===== src/rtl/unlock_gate_pkg.sv =====
package unlock_gate_pkg;
    localparam int WORD_W   = 32;
    localparam int KEY_CNT  = 3;

    typedef logic [WORD_W-1:0] word_t;

    // Keys in required write order: index 0 first.
    localparam logic [KEY_CNT-1:0][WORD_W-1:0] DEFAULT_KEYS = {
        32'h9608_B2C1,
        32'hA1E3_4F20,
        32'h3A7F_5CA3
    };
endpackage


===== src/rtl/key_matcher.sv =====
module key_matcher #(
    parameter int NUM_KEYS = 3,
    parameter int WORD_W   = 32,
    parameter logic [NUM_KEYS-1:0][WORD_W-1:0] KEYS = '0
) (
    input  logic [WORD_W-1:0]   word_i,
    output logic [NUM_KEYS-1:0] hit_o
);
    for (genvar k = 0; k < NUM_KEYS; k++) begin : g_cmp
        assign hit_o[k] = (word_i == KEYS[k]);
    end
endmodule


===== src/rtl/seq_tracker.sv =====
module seq_tracker #(
    parameter int NUM_KEYS = 3
) (
    input  logic                clk,
    input  logic                rst_n,
    input  logic                wr_en,
    input  logic [NUM_KEYS-1:0] hit_i,
    output logic                open_o
);
    localparam int STEP_W = (NUM_KEYS > 1) ? $clog2(NUM_KEYS) : 1;
    localparam logic [STEP_W-1:0] LAST_STEP = STEP_W'(NUM_KEYS - 1);

    typedef struct packed {
        logic              open;
        logic [STEP_W-1:0] step;
    } trk_t;

    trk_t trk_d, trk_q;

    always_comb begin
        trk_d = trk_q;
        if (wr_en) begin
            if (trk_q.open) begin
                trk_d.open = 1'b0;
                trk_d.step = '0;
            end else if (hit_i[trk_q.step]) begin
                if (trk_q.step == LAST_STEP) begin
                    trk_d.open = 1'b1;
                    trk_d.step = '0;
                end else begin
                    trk_d.step = trk_q.step + 1'b1;
                end
            end else if (hit_i[0]) begin
                trk_d.step = STEP_W'(1);
            end else begin
                trk_d.step = '0;
            end
        end
    end

    always_ff @(posedge clk or negedge rst_n) begin
        if (!rst_n) trk_q <= '0;
        else        trk_q <= trk_d;
    end

    assign open_o = trk_q.open;

    // an open gate closes after any write
    p_relock_r4: assert property (@(posedge clk) disable iff (!rst_n)
        (trk_q.open && wr_en) |=> !trk_q.open);
    // opening only follows a write that matched the final key
    p_open_after_last_r2: assert property (@(posedge clk) disable iff (!rst_n)
        $rose(trk_q.open) |-> ($past(wr_en) && $past(hit_i[NUM_KEYS-1])));
    // no write, no change
    p_idle_hold_r6: assert property (@(posedge clk) disable iff (!rst_n)
        !wr_en |=> ($stable(trk_q.open) && $stable(trk_q.step)));
    // step stays in range, and is zero while open
    p_step_range_r1: assert property (@(posedge clk) disable iff (!rst_n)
        (trk_q.step <= LAST_STEP) && (!trk_q.open || trk_q.step == '0));
    // a locked mismatching write that is not the first key restarts
    p_restart_r3: assert property (@(posedge clk) disable iff (!rst_n)
        (wr_en && !trk_q.open && hit_i == '0) |=> (trk_q.step == '0 && !trk_q.open));
endmodule


===== src/rtl/key_unlock_gate.sv =====
module key_unlock_gate
    import unlock_gate_pkg::*;
#(
    parameter int NUM_KEYS = KEY_CNT,
    parameter logic [NUM_KEYS-1:0][WORD_W-1:0] KEYS = DEFAULT_KEYS
) (
    input  logic              clk,
    input  logic              rst_n,
    input  logic              wr_en,
    input  logic [WORD_W-1:0] wr_data,
    input  logic              rd_en,
    output logic              access_ok,
    output logic [WORD_W-1:0] rd_data
);
    logic [NUM_KEYS-1:0] hit;
    word_t rd_d, rd_q;

    key_matcher #(
        .NUM_KEYS (NUM_KEYS),
        .WORD_W   (WORD_W),
        .KEYS     (KEYS)
    ) u_match (
        .word_i (wr_data),
        .hit_o  (hit)
    );

    seq_tracker #(
        .NUM_KEYS (NUM_KEYS)
    ) u_track (
        .clk    (clk),
        .rst_n  (rst_n),
        .wr_en  (wr_en),
        .hit_i  (hit),
        .open_o (access_ok)
    );

    // Readback path: the register is write-only, reads yield zero.
    always_comb begin
        rd_d = rd_q;
        if (rd_en) rd_d = '0;
    end

    always_ff @(posedge clk or negedge rst_n) begin
        if (!rst_n) rd_q <= '0;
        else        rd_q <= rd_d;
    end

    assign rd_data = rd_q;

    // a read strobe never exposes written data
    p_read_zero_r5: assert property (@(posedge clk) disable iff (!rst_n)
        rd_en |=> (rd_data == '0));
endmodule


===== config.mk =====
export PLATFORM = sky130hd
export DESIGN_NAME = key_unlock_gate
export DESIGN_NICKNAME = d
export VERILOG_FILES = /design/src/rtl/unlock_gate_pkg.sv /design/src/rtl/key_matcher.sv /design/src/rtl/seq_tracker.sv /design/src/rtl/key_unlock_gate.sv
export SDC_FILE = /design/constraint.sdc
export NUM_CORES = 1
export LEC_CHECK = 0
export BUFFER_PORTS_ARGS = -buffer_cell sky130_fd_sc_hd__buf_2
export CAP_MARGIN = 20
export CORE_ASPECT_RATIO = 0.75
export CORE_UTILIZATION = 36
export DETAILED_ROUTE_END_ITERATION = 8
export PLACE_DENSITY = 0.93
export SLEW_MARGIN = 20
export SYNTH_ARGS = -nofsm -noshare
export SYNTH_HDL_FRONTEND = slang
export SYNTH_HIERARCHICAL = 1
export SYNTH_SLANG_ARGS = --single-unit

===== constraint.sdc =====
create_clock -name clk -period 1.4 [get_ports clk]
set_input_delay 0.28 -clock clk [delete_from_list [all_inputs] [get_ports clk]]
set_output_delay 0.28 -clock clk [all_outputs]
set_load 0.005 [all_outputs]

* Word level (Yosys, flattened, before mapping)
Index checks and enable logic that the tools add are counted.
** Word-level totals
- Register bits :: 3
- Input bits :: 36
- Output and inout port bits :: 33
- Logic and storage cells :: 16
** Cells by class
- $add $sub $neg :: 1
- Magnitude comparators :: 1
- Equal/unequal tests :: 4
- Mux-type cells :: 8
** Operators by type and width (number)
- == test 32 bit (second input constant) :: 2
- == test 32 x 30 -> 1 bit (second input constant) :: 1
- 2-to-1 mux 1 bit :: 4
- 2-to-1 mux 2 bit :: 2
- less-than comparator 2 x 3 -> 1 bit (second input constant) :: 1
- 2-to-1 mux 3 bit :: 1
- adder 2 x 1 -> 2 bit (second input constant) :: 1
- binary-select mux 1 bit (select 2 bit) :: 1
- == test 2 bit (second input constant) :: 1

* Logic depth before layout (Yosys ltp)
Gate-level depths: netlist (run 1).
- Word-level depth :: 5
- Gate-level depth with buffers :: 6
- Mapped depth without buffers :: 6

* Hierarchy
The synthesis (run 1) kept the hierarchy.
** By module, submodules not included
- key_unlock_gate :: times used 1, cells each 33, area each 244.0 µm², sequential area each 0.0 µm²
- key_matcher :: times used 1, cells each 28, area each 239.0 µm², sequential area each 0.0 µm²
- seq_tracker :: times used 1, cells each 14, area each 140.1 µm², sequential area each 75.1 µm²

* Worst setup path after synthesis (run 1)
OpenSTA, ideal clock, no wires.
- Path type :: input port to flip-flop
- Start point :: input port wr_data[24]
- End point :: register u_track/trk_q[0] in the netlist's numbering
- Setup time :: 123 ps
- Data arrival time :: 1207 ps
- Data required time :: 1277 ps
- Setup slack :: 70 ps
- Cell stages on the path :: 6
- Buffers on the path :: 0
- Cell sequence :: and4bb_1 > nand4_2 > nor4_2 > nand2_1 > a31oi_1 > a21oi_1
** Between the ends
- Cells in the longest elaborated chain, start to end :: 5
- Elaborated cells on any way between the ends :: 8
- Those cells by class :: eq/ne (3); mux (5)
** RTL lines
- start, declared :: line key_unlock_gate.sv:10 : input logic [WORD_W-1:0] wr_data,
- == test 32 bit :: line key_matcher.sv:10 : assign hit_o[k] = (word_i == KEYS[k]);
- net hit[2] :: line key_unlock_gate.sv:15 : logic [NUM_KEYS-1:0] hit;
- binary-select mux 1 bit (select 2 bit) :: line seq_tracker.sv:26 : end else if (hit_i[trk_q.step]) begin
- 2-to-1 mux 1 bit (implied by the code) :: line seq_tracker.sv:26
- 2-to-1 mux 2 bit :: line seq_tracker.sv:26
- 2-to-1 mux 3 bit :: line seq_tracker.sv:23 : if (trk_q.open) begin
- end signal, assigned :: line seq_tracker.sv:43 : else trk_q <= trk_d;
- end, declared :: line seq_tracker.sv:18 : trk_t trk_d, trk_q;
The timed path passes the listed nets, and every way through them passes these cells. The select of a mux whose other input is x is not followed.
A chain may end at the register's enable or synchronous reset.

* Worst setup path after layout (run 1)
- Start point :: input port wr_data[0]
- End point :: register u_track/trk_q[0] in the netlist's numbering
The elaborated chain is that of the path after synthesis.

==> run metrics, run 1 <==
worst-path fanout max 2; GPL Wtd Cong 0.691; syn avg cell area 8.31 sq um; final HPWL from detailed placement 1.19 mm; synthesized cell area 623 sq um; status completed; dominant cells by area after synthesis buf_4 (39%), dfrtp_1 (12%), nor4_2 (6.0%); Die W about 50 um; Max Cap Viol 0; Simple-Gate Fraction of Synth Area 44.2%; r2r setup slk 480 ps; Die Y 38.0 um; WP data required 1510 ps; CP Capture Type flip-flop; Die ar. 0.00190 sq mm; DRT Wirelength 1.39 mm; DR iter-0 viols 10; vias in the first global route 551; most frequent cell after synthesis buf_4; Distinct cells, synth 26; Reg-to-Reg Start u_track/open_o; clk buf depth 2; final core occ around 49%; CP Cell Sequence buf_2, nor4bb_1, nand4_1, nor4_2, nand3b_1, nand3_1, a21oi_1; Setup crit end u_track/trk_q[0]; Leak 0.393 nW; placed cells 130; row count 12; ANT nets after route 0; post-synth top area share approximately two fifths; initial antenna violation count 0; final setup margin 124 ps; FF+latch count, synth 3; Via density 4.39; beginning of the critical path wr_data[0]; Pre-antenna DRT Iters 4; reg2reg path depth 3; clock period minus final worst setup slack 1280 ps; top cells by count, synth buf_4 (32), nor2_1 (4); synthesized instance count 75; worst slack, placed -190 ps; Clk Latency, worst-skew pair around 230 ps; clk root buf clkbuf_4; via count 592; PortBufs 35; Worst R2R End u_track/trk_q[0]; Worst Setup Start Kind input pin; first-pass GRT wire length 2.05 mm; Highest Clock Rate 0.784 GHz; largest net degree at the start of global routing 6; Final Skew between 0.08 and 0.09 ps; area grow syn2layout 20.7%; Setup violations, final 0; cell area after placement 701 sq um; Post-synth EDFFs 0; gr ovfl total 0; largest family of logic cells by synthesized area simple AND/OR/NAND/NOR gates; Slew Viols, Final 0; IR drop worst, VDD 238 uV; num ports 69; Clock transition at path regs roughly 40 ps; Synth Area in XOR/XNOR 0%; share of post-route cells with drive strength above 1 40.4%; ys async rst share 100%; CP peak stage delay 320 ps; CTS tree yes; Setup CP Type input pin to flip-flop; YS warnings 6; DRC violations left 0; Sink Count 3; post-CTS setup buffers 0; routed length per instance 10.3 um; post-synthesis compound-gate area fraction 4.02%; slowest library cell on the worst path nor4bb_1; Final Cell Area roughly 750 sq um; ANT cells 0; Synth Area in Adders 0%; non-filler cells, final approximately 140; Starting Density between 40% and 50%; core area 0.00155 sq mm; largest area contributor in the netlist buf_4; mux cell area share after synthesis 0%; RSZ-0062 raised after global routing no; # fillers approximately 150; power density over the cells 468 mW/mm^2; crit path DAT 1390 ps; Top FF cell, synth dfrtp_1; sequential area share after synthesis 12.0%; period utilization 91.1%; Num CTS Buffers 3; Hold Crit Class input pin to flip-flop; # nets final between 150 and 200; Hold Fails Final Rpt 0; H-tree levels 1; gr usage total 14.9%
-- kinds of logic after synthesis --
| family | Yosys count |
|---|---|
| compound gates | 4 |
| other cells | 1 |
| buf+inv | 33 |
| simple gates | 34 |
| flops | 3 |
-- layout make-up --
class / instances / area, sq um / share of cell area, %
clock buffer: 4 / 26.3 / 3.49
inverter: 1 / 3.75 / 0.499
sequential: 3 / 75.1 / 9.98
tap: 21 / 26.3 / 3.49
timing repair buffer: 36 / 185 / 24.6
multi-input combinational: 70 / 435 / 57.9
-- critical path: cells and delay by family --
family                 cells  cell delay (ps)
AOI/OAI and AO/OA          1               70
and+or+nand+nor            5              940
buffers and inverters      1              110
-- where the power goes --
part | total [mW] | switching [mW] | internal (mW)
Combinational | 0.115 | 0.0626 | 0.0527
Sequential | 0.0872 | 0.00000000000667 | 0.0872
Clock | 0.150 | 0.0430 | 0.107
-- layer usage --
metal	share of wire (%)	wire length (um)	GRT usage, %	up-vias
met5	0	0	0	-
met4	2.5	35	12.1	0
met3	5.8	81	2.78	6
met2	56	771	31.7	36
met1	36	496	12.1	265
li1	-	-	-	285
-- how the worst min path moves through the flow --
stage / from / to / cells past startpoint
after global routing: wr_en / u_track/trk_q[0] / 2
final: wr_en / u_track/trk_q[0] / 2
after detailed placement: rst_n / u_track/open_o / 1
after floorplan: rst_n / u_track/open_o / 0
after global placement: rst_n / u_track/open_o / 1
after CTS: wr_en / u_track/trk_q[0] / 2
-- cells in the final DEF, fill, tap and decap left out, drive strengths merged --
master       count
buf             35
conb            32
nand4            5
nor2             4
clkbuf           4
nor4             3
nand2            3
dfrtp            3
nor4b            3
and4bb           2
nand3b           2
nor3b            2
nand3            2
nand2b           2
dlygate4sd3      1
nor2b            1
nor3             1
and4             1
and3b            1
nor4bb           1
and2b            1
a31oi            1
a21oi            1
o31ai            1
inv              1
o22ai            1
-- sequential cells by signal (all words and copies together) (netlist names) --
register and flops:
u_track/trk_q 2, u_track/open_o 1
-- metrics by stage --
stage | hold slack (ps) | power (mW) | TNS [ps]
floorplan | -15.6 | 0.196 | 0
global placement | 73.8 | 0.189 | -224
detailed placement | 75.2 | 0.195 | -422
CTS | 278 | 0.354 | 0
global route | 302 | 0.375 | 0
finish | 289 | 0.352 | 0
-- repair_timing --
item,4_1_cts,5_1_grt
endpoints found under the setup margin,0,2
resized for setup,0,2
hold buffers,1,0
hold endpoints to repair,3,0
Power figures use the tool's default switching activity.
==> inputs of run 2 (changes only) <==
--- a/config.mk
+++ b/config.mk
@@ -7,12 +7,10 @@
 export LEC_CHECK = 0
 export BUFFER_PORTS_ARGS = -buffer_cell sky130_fd_sc_hd__buf_2
 export CAP_MARGIN = 20
-export CORE_ASPECT_RATIO = 0.75
-export CORE_UTILIZATION = 36
+export CORE_UTILIZATION = 35
 export DETAILED_ROUTE_END_ITERATION = 8
-export PLACE_DENSITY = 0.93
+export PLACE_DENSITY = 0.94
 export SLEW_MARGIN = 20
 export SYNTH_ARGS = -nofsm -noshare
 export SYNTH_HDL_FRONTEND = slang
-export SYNTH_HIERARCHICAL = 1
 export SYNTH_SLANG_ARGS = --single-unit
==> run 2 against run 1 <==
Against the previous run: clock power hardly changed; sequential share of layout area is 0.51 points higher; first-iteration DRC count is 40% lower; global-route usage is 1.9 points lower; wire length is 10% lower.
==> run metrics, run 2 <==
status completed; beginning of the critical path u_track.open_o; clock period minus final worst setup slack 1350 ps (+72.8 ps); ANT cells 0 (unchanged); post-CTS setup buffers 0 (unchanged); Worst Path Buf+Inv 0 (-1); Setup crit end u_track.open_o; synthesized cell area 581 sq um (-6.8%); r2r setup slk 50 ps (-430 ps); Hold Fails Final Rpt 0 (unchanged); CP peak stage delay 510 ps (+190 ps); most common cell after layout, fill and taps aside buf_2; Highest Clock Rate 0.741 GHz (-5.4%); Clock transition at path regs 40 ps (about the same); most frequent cell after synthesis buf_4; Final Skew 1.87 ps (+1.79 ps); final setup margin 51.2 ps (-72.8 ps); PortBufs 35 (unchanged); ys async rst share 100% (unchanged); largest area contributor in the netlist buf_4; area grow syn2layout 23.3%; GPL Wtd Cong 0.686 (-0.69%); worst hold slack 342 ps (+53.0 ps); Hold Path Stages 3 (+1); largest net degree at the start of global routing 5 (-1); FF/Latch Area 75.1 sq um (unchanged); gr usage total 13.0% (-1.9 points); YS warnings 0 (-6); CTS tree yes; worst-path fanout max 2 (unchanged); Num CTS Buffers 3 (unchanged); Slew Viols, Final 0 (unchanged); post-synth top area share 41.4% (+2.8 points); CP Cell Sequence or4b_4, nor4_4, nand3_1, o22ai_1; Die Y 42.7 um (+12%); Setup violations, final 0 (unchanged); DRT Wirelength 1.25 mm (-10%); initial antenna violation count 0 (unchanged); Top reg by flops u_track.trk_q; final HPWL from detailed placement 1.12 mm (-6.4%); CP Capture Type flip-flop; Worst Setup Start Kind flip-flop; worst slack, placed -136 ps (+53.9 ps); top cells by count, synth buf_4 (32), nand4b_1 (4), nor4b_1 (4); H-tree levels 1 (unchanged); cell count along the critical path 4 (-3); Largest register FFs 2 (unchanged); Leak 0.360 nW (-8.2%); Pre-antenna DRT Iters 4 (unchanged); Post-synth EDFFs 0 (unchanged); FF+latch count, synth 3 (unchanged); Max Cap Viol 0 (unchanged); Reg-to-Reg Start u_track.open_o; via count 586 (-1.0%); gr ovfl total 0 (unchanged); syn avg cell area 8.29 sq um (-0.17%); RSZ-0062 raised after global routing yes; first-pass GRT wire length 1.82 mm (-11%); vias in the first global route 505 (-8.3%); reg2reg path depth 4 (+1); period utilization 96.3% (+5.2 points); Sink Count 3 (unchanged); Die W 42.7 um (-15%); IR drop worst, VDD 254 uV (+6.5%); cell area after placement 667 sq um (-4.8%); Worst R2R End u_track.open_o; routed length per instance 9.81 um (-4.4%); Clk Latency, worst-skew pair 230 ps (about the same); DR iter-0 viols 6 (-4); ANT nets after route 0 (unchanged); clk buf depth 2 (unchanged); Hold Crit Class input pin to flip-flop; dominant cells by area after synthesis buf_4 (41%), dfrtp_1 (13%), nand4b_1 (6.0%); Distinct cells, synth 21 (-19%); sequential area share after synthesis 12.9% (+0.88 points); Crit path max-delay family simple AND/OR/NAND/NOR gates; Final Cell Area 716 sq um (-4.8%); share of post-route cells with drive strength above 1 39.6% (-0.71 points); num ports 69 (unchanged); Top FF cell, synth dfrtp_1; synthesized instance count 70 (-6.7%); # nets final 148 (-2.0%); Setup CP Type flip-flop to flip-flop; DRC violations left 0 (unchanged); crit path DAT 1490 ps (+100 ps); footprint of the multi-input gates 383 sq um (-12%); Die ar. 0.00183 sq mm (-4.1%); WP data required 1540 ps (+30 ps); power density over the cells 476 mW/mm^2 (+1.6%); Starting Density 38.1% (-2.2 points); core area 0.00152 sq mm (-1.5%); Via density 4.61 (+5.2%); # fillers 162 (+6.6%); clk root buf clkbuf_4; slowest library cell on the worst path or4b_4; commonest cells after routing, fill and taps aside buf_2 (35), conb_1 (32), nand4b_1 (4), nor4b_1 (4); row count 14 (+2)
[run 2: worst register-to-register path, stage by stage, from the launching register on]
cell     delay [ps]
dfrtp_1         370
or4b_4          510
nor4_4          160
nand3_1         100
o22ai_1         120
[run 2: layout make-up]
type | count | share of cell area [%]
Clock buffer | 4 | 3.67
Timing Repair Buffer | 38 | 28.0
Tap cell | 16 | 2.80
Sequential cell | 3 | 10.5
Multi-Input combinational cell | 63 | 53.5
Inverter | 3 | 1.57
[run 2: through the flow]
step | utilization (%) | TNS [ps] | instances | power (mW)
2_1_floorplan | - | -34.5 | 101 | 0.191
3_3_place_gp | 43.8 | -356 | 122 | 0.184
3_5_place_dp | 43.8 | -381 | 122 | 0.189
4_1_cts | 46.6 | 0 | 127 | 0.346
5_1_grt | 47.0 | -86.9 | 127 | 0.367
6_report | 47.0 | 0 | 127 | 0.340
[run 2: routing by layer]
metal	GRT usage, %	share of wire (%)	routed length (um)
met1	12.0	33	405
met4	11.3	2.2	28
met5	0	0	0
met2	24.5	59	734
met3	1.28	6.3	78
[run 2: worst min-delay path by stage]
| stage | from | to | slack (ps) |
|---|---|---|---|
| 2_1_floorplan | rst_n | u_track.open_o | -20 |
| 4_1_cts | wr_en | u_track.trk_q[0] | 350 |
| 3_5_place_dp | rst_n | u_track.open_o | 80 |
| 6_report | wr_en | u_track.trk_q[0] | 340 |
| 3_3_place_gp | rst_n | u_track.open_o | 70 |
| 5_1_grt | wr_en | u_track.trk_q[0] | 360 |
[run 2: cell families (layout without fill, tap and decap cells)]
group | Yosys count | in the layout | share of synthesized area (%)
compound gates | 4 | 4 | 4.52
buf+inv | 35 | 45 | 43.3
flops | 3 | 3 | 12.9
other cells | 1 | 32 | 0.646
simple gates | 27 | 27 | 38.6
[run 2: timing repair]
action	4_1_cts	5_1_grt
endpoints found under the hold margin	3	0
setup endpoints to repair	3	3
hold buffers	1	0
resized for setup	1	2
pin swaps	2	1
[run 2: where the power goes]
group	total (mW)	leakage, nW	switching (mW)	internal (mW)
combinational	0.106	0.303	0.0550	0.0510
clock	0.147	0.0150	0.0407	0.107
sequential	0.0872	0.0419	0.0000000000175	0.0872
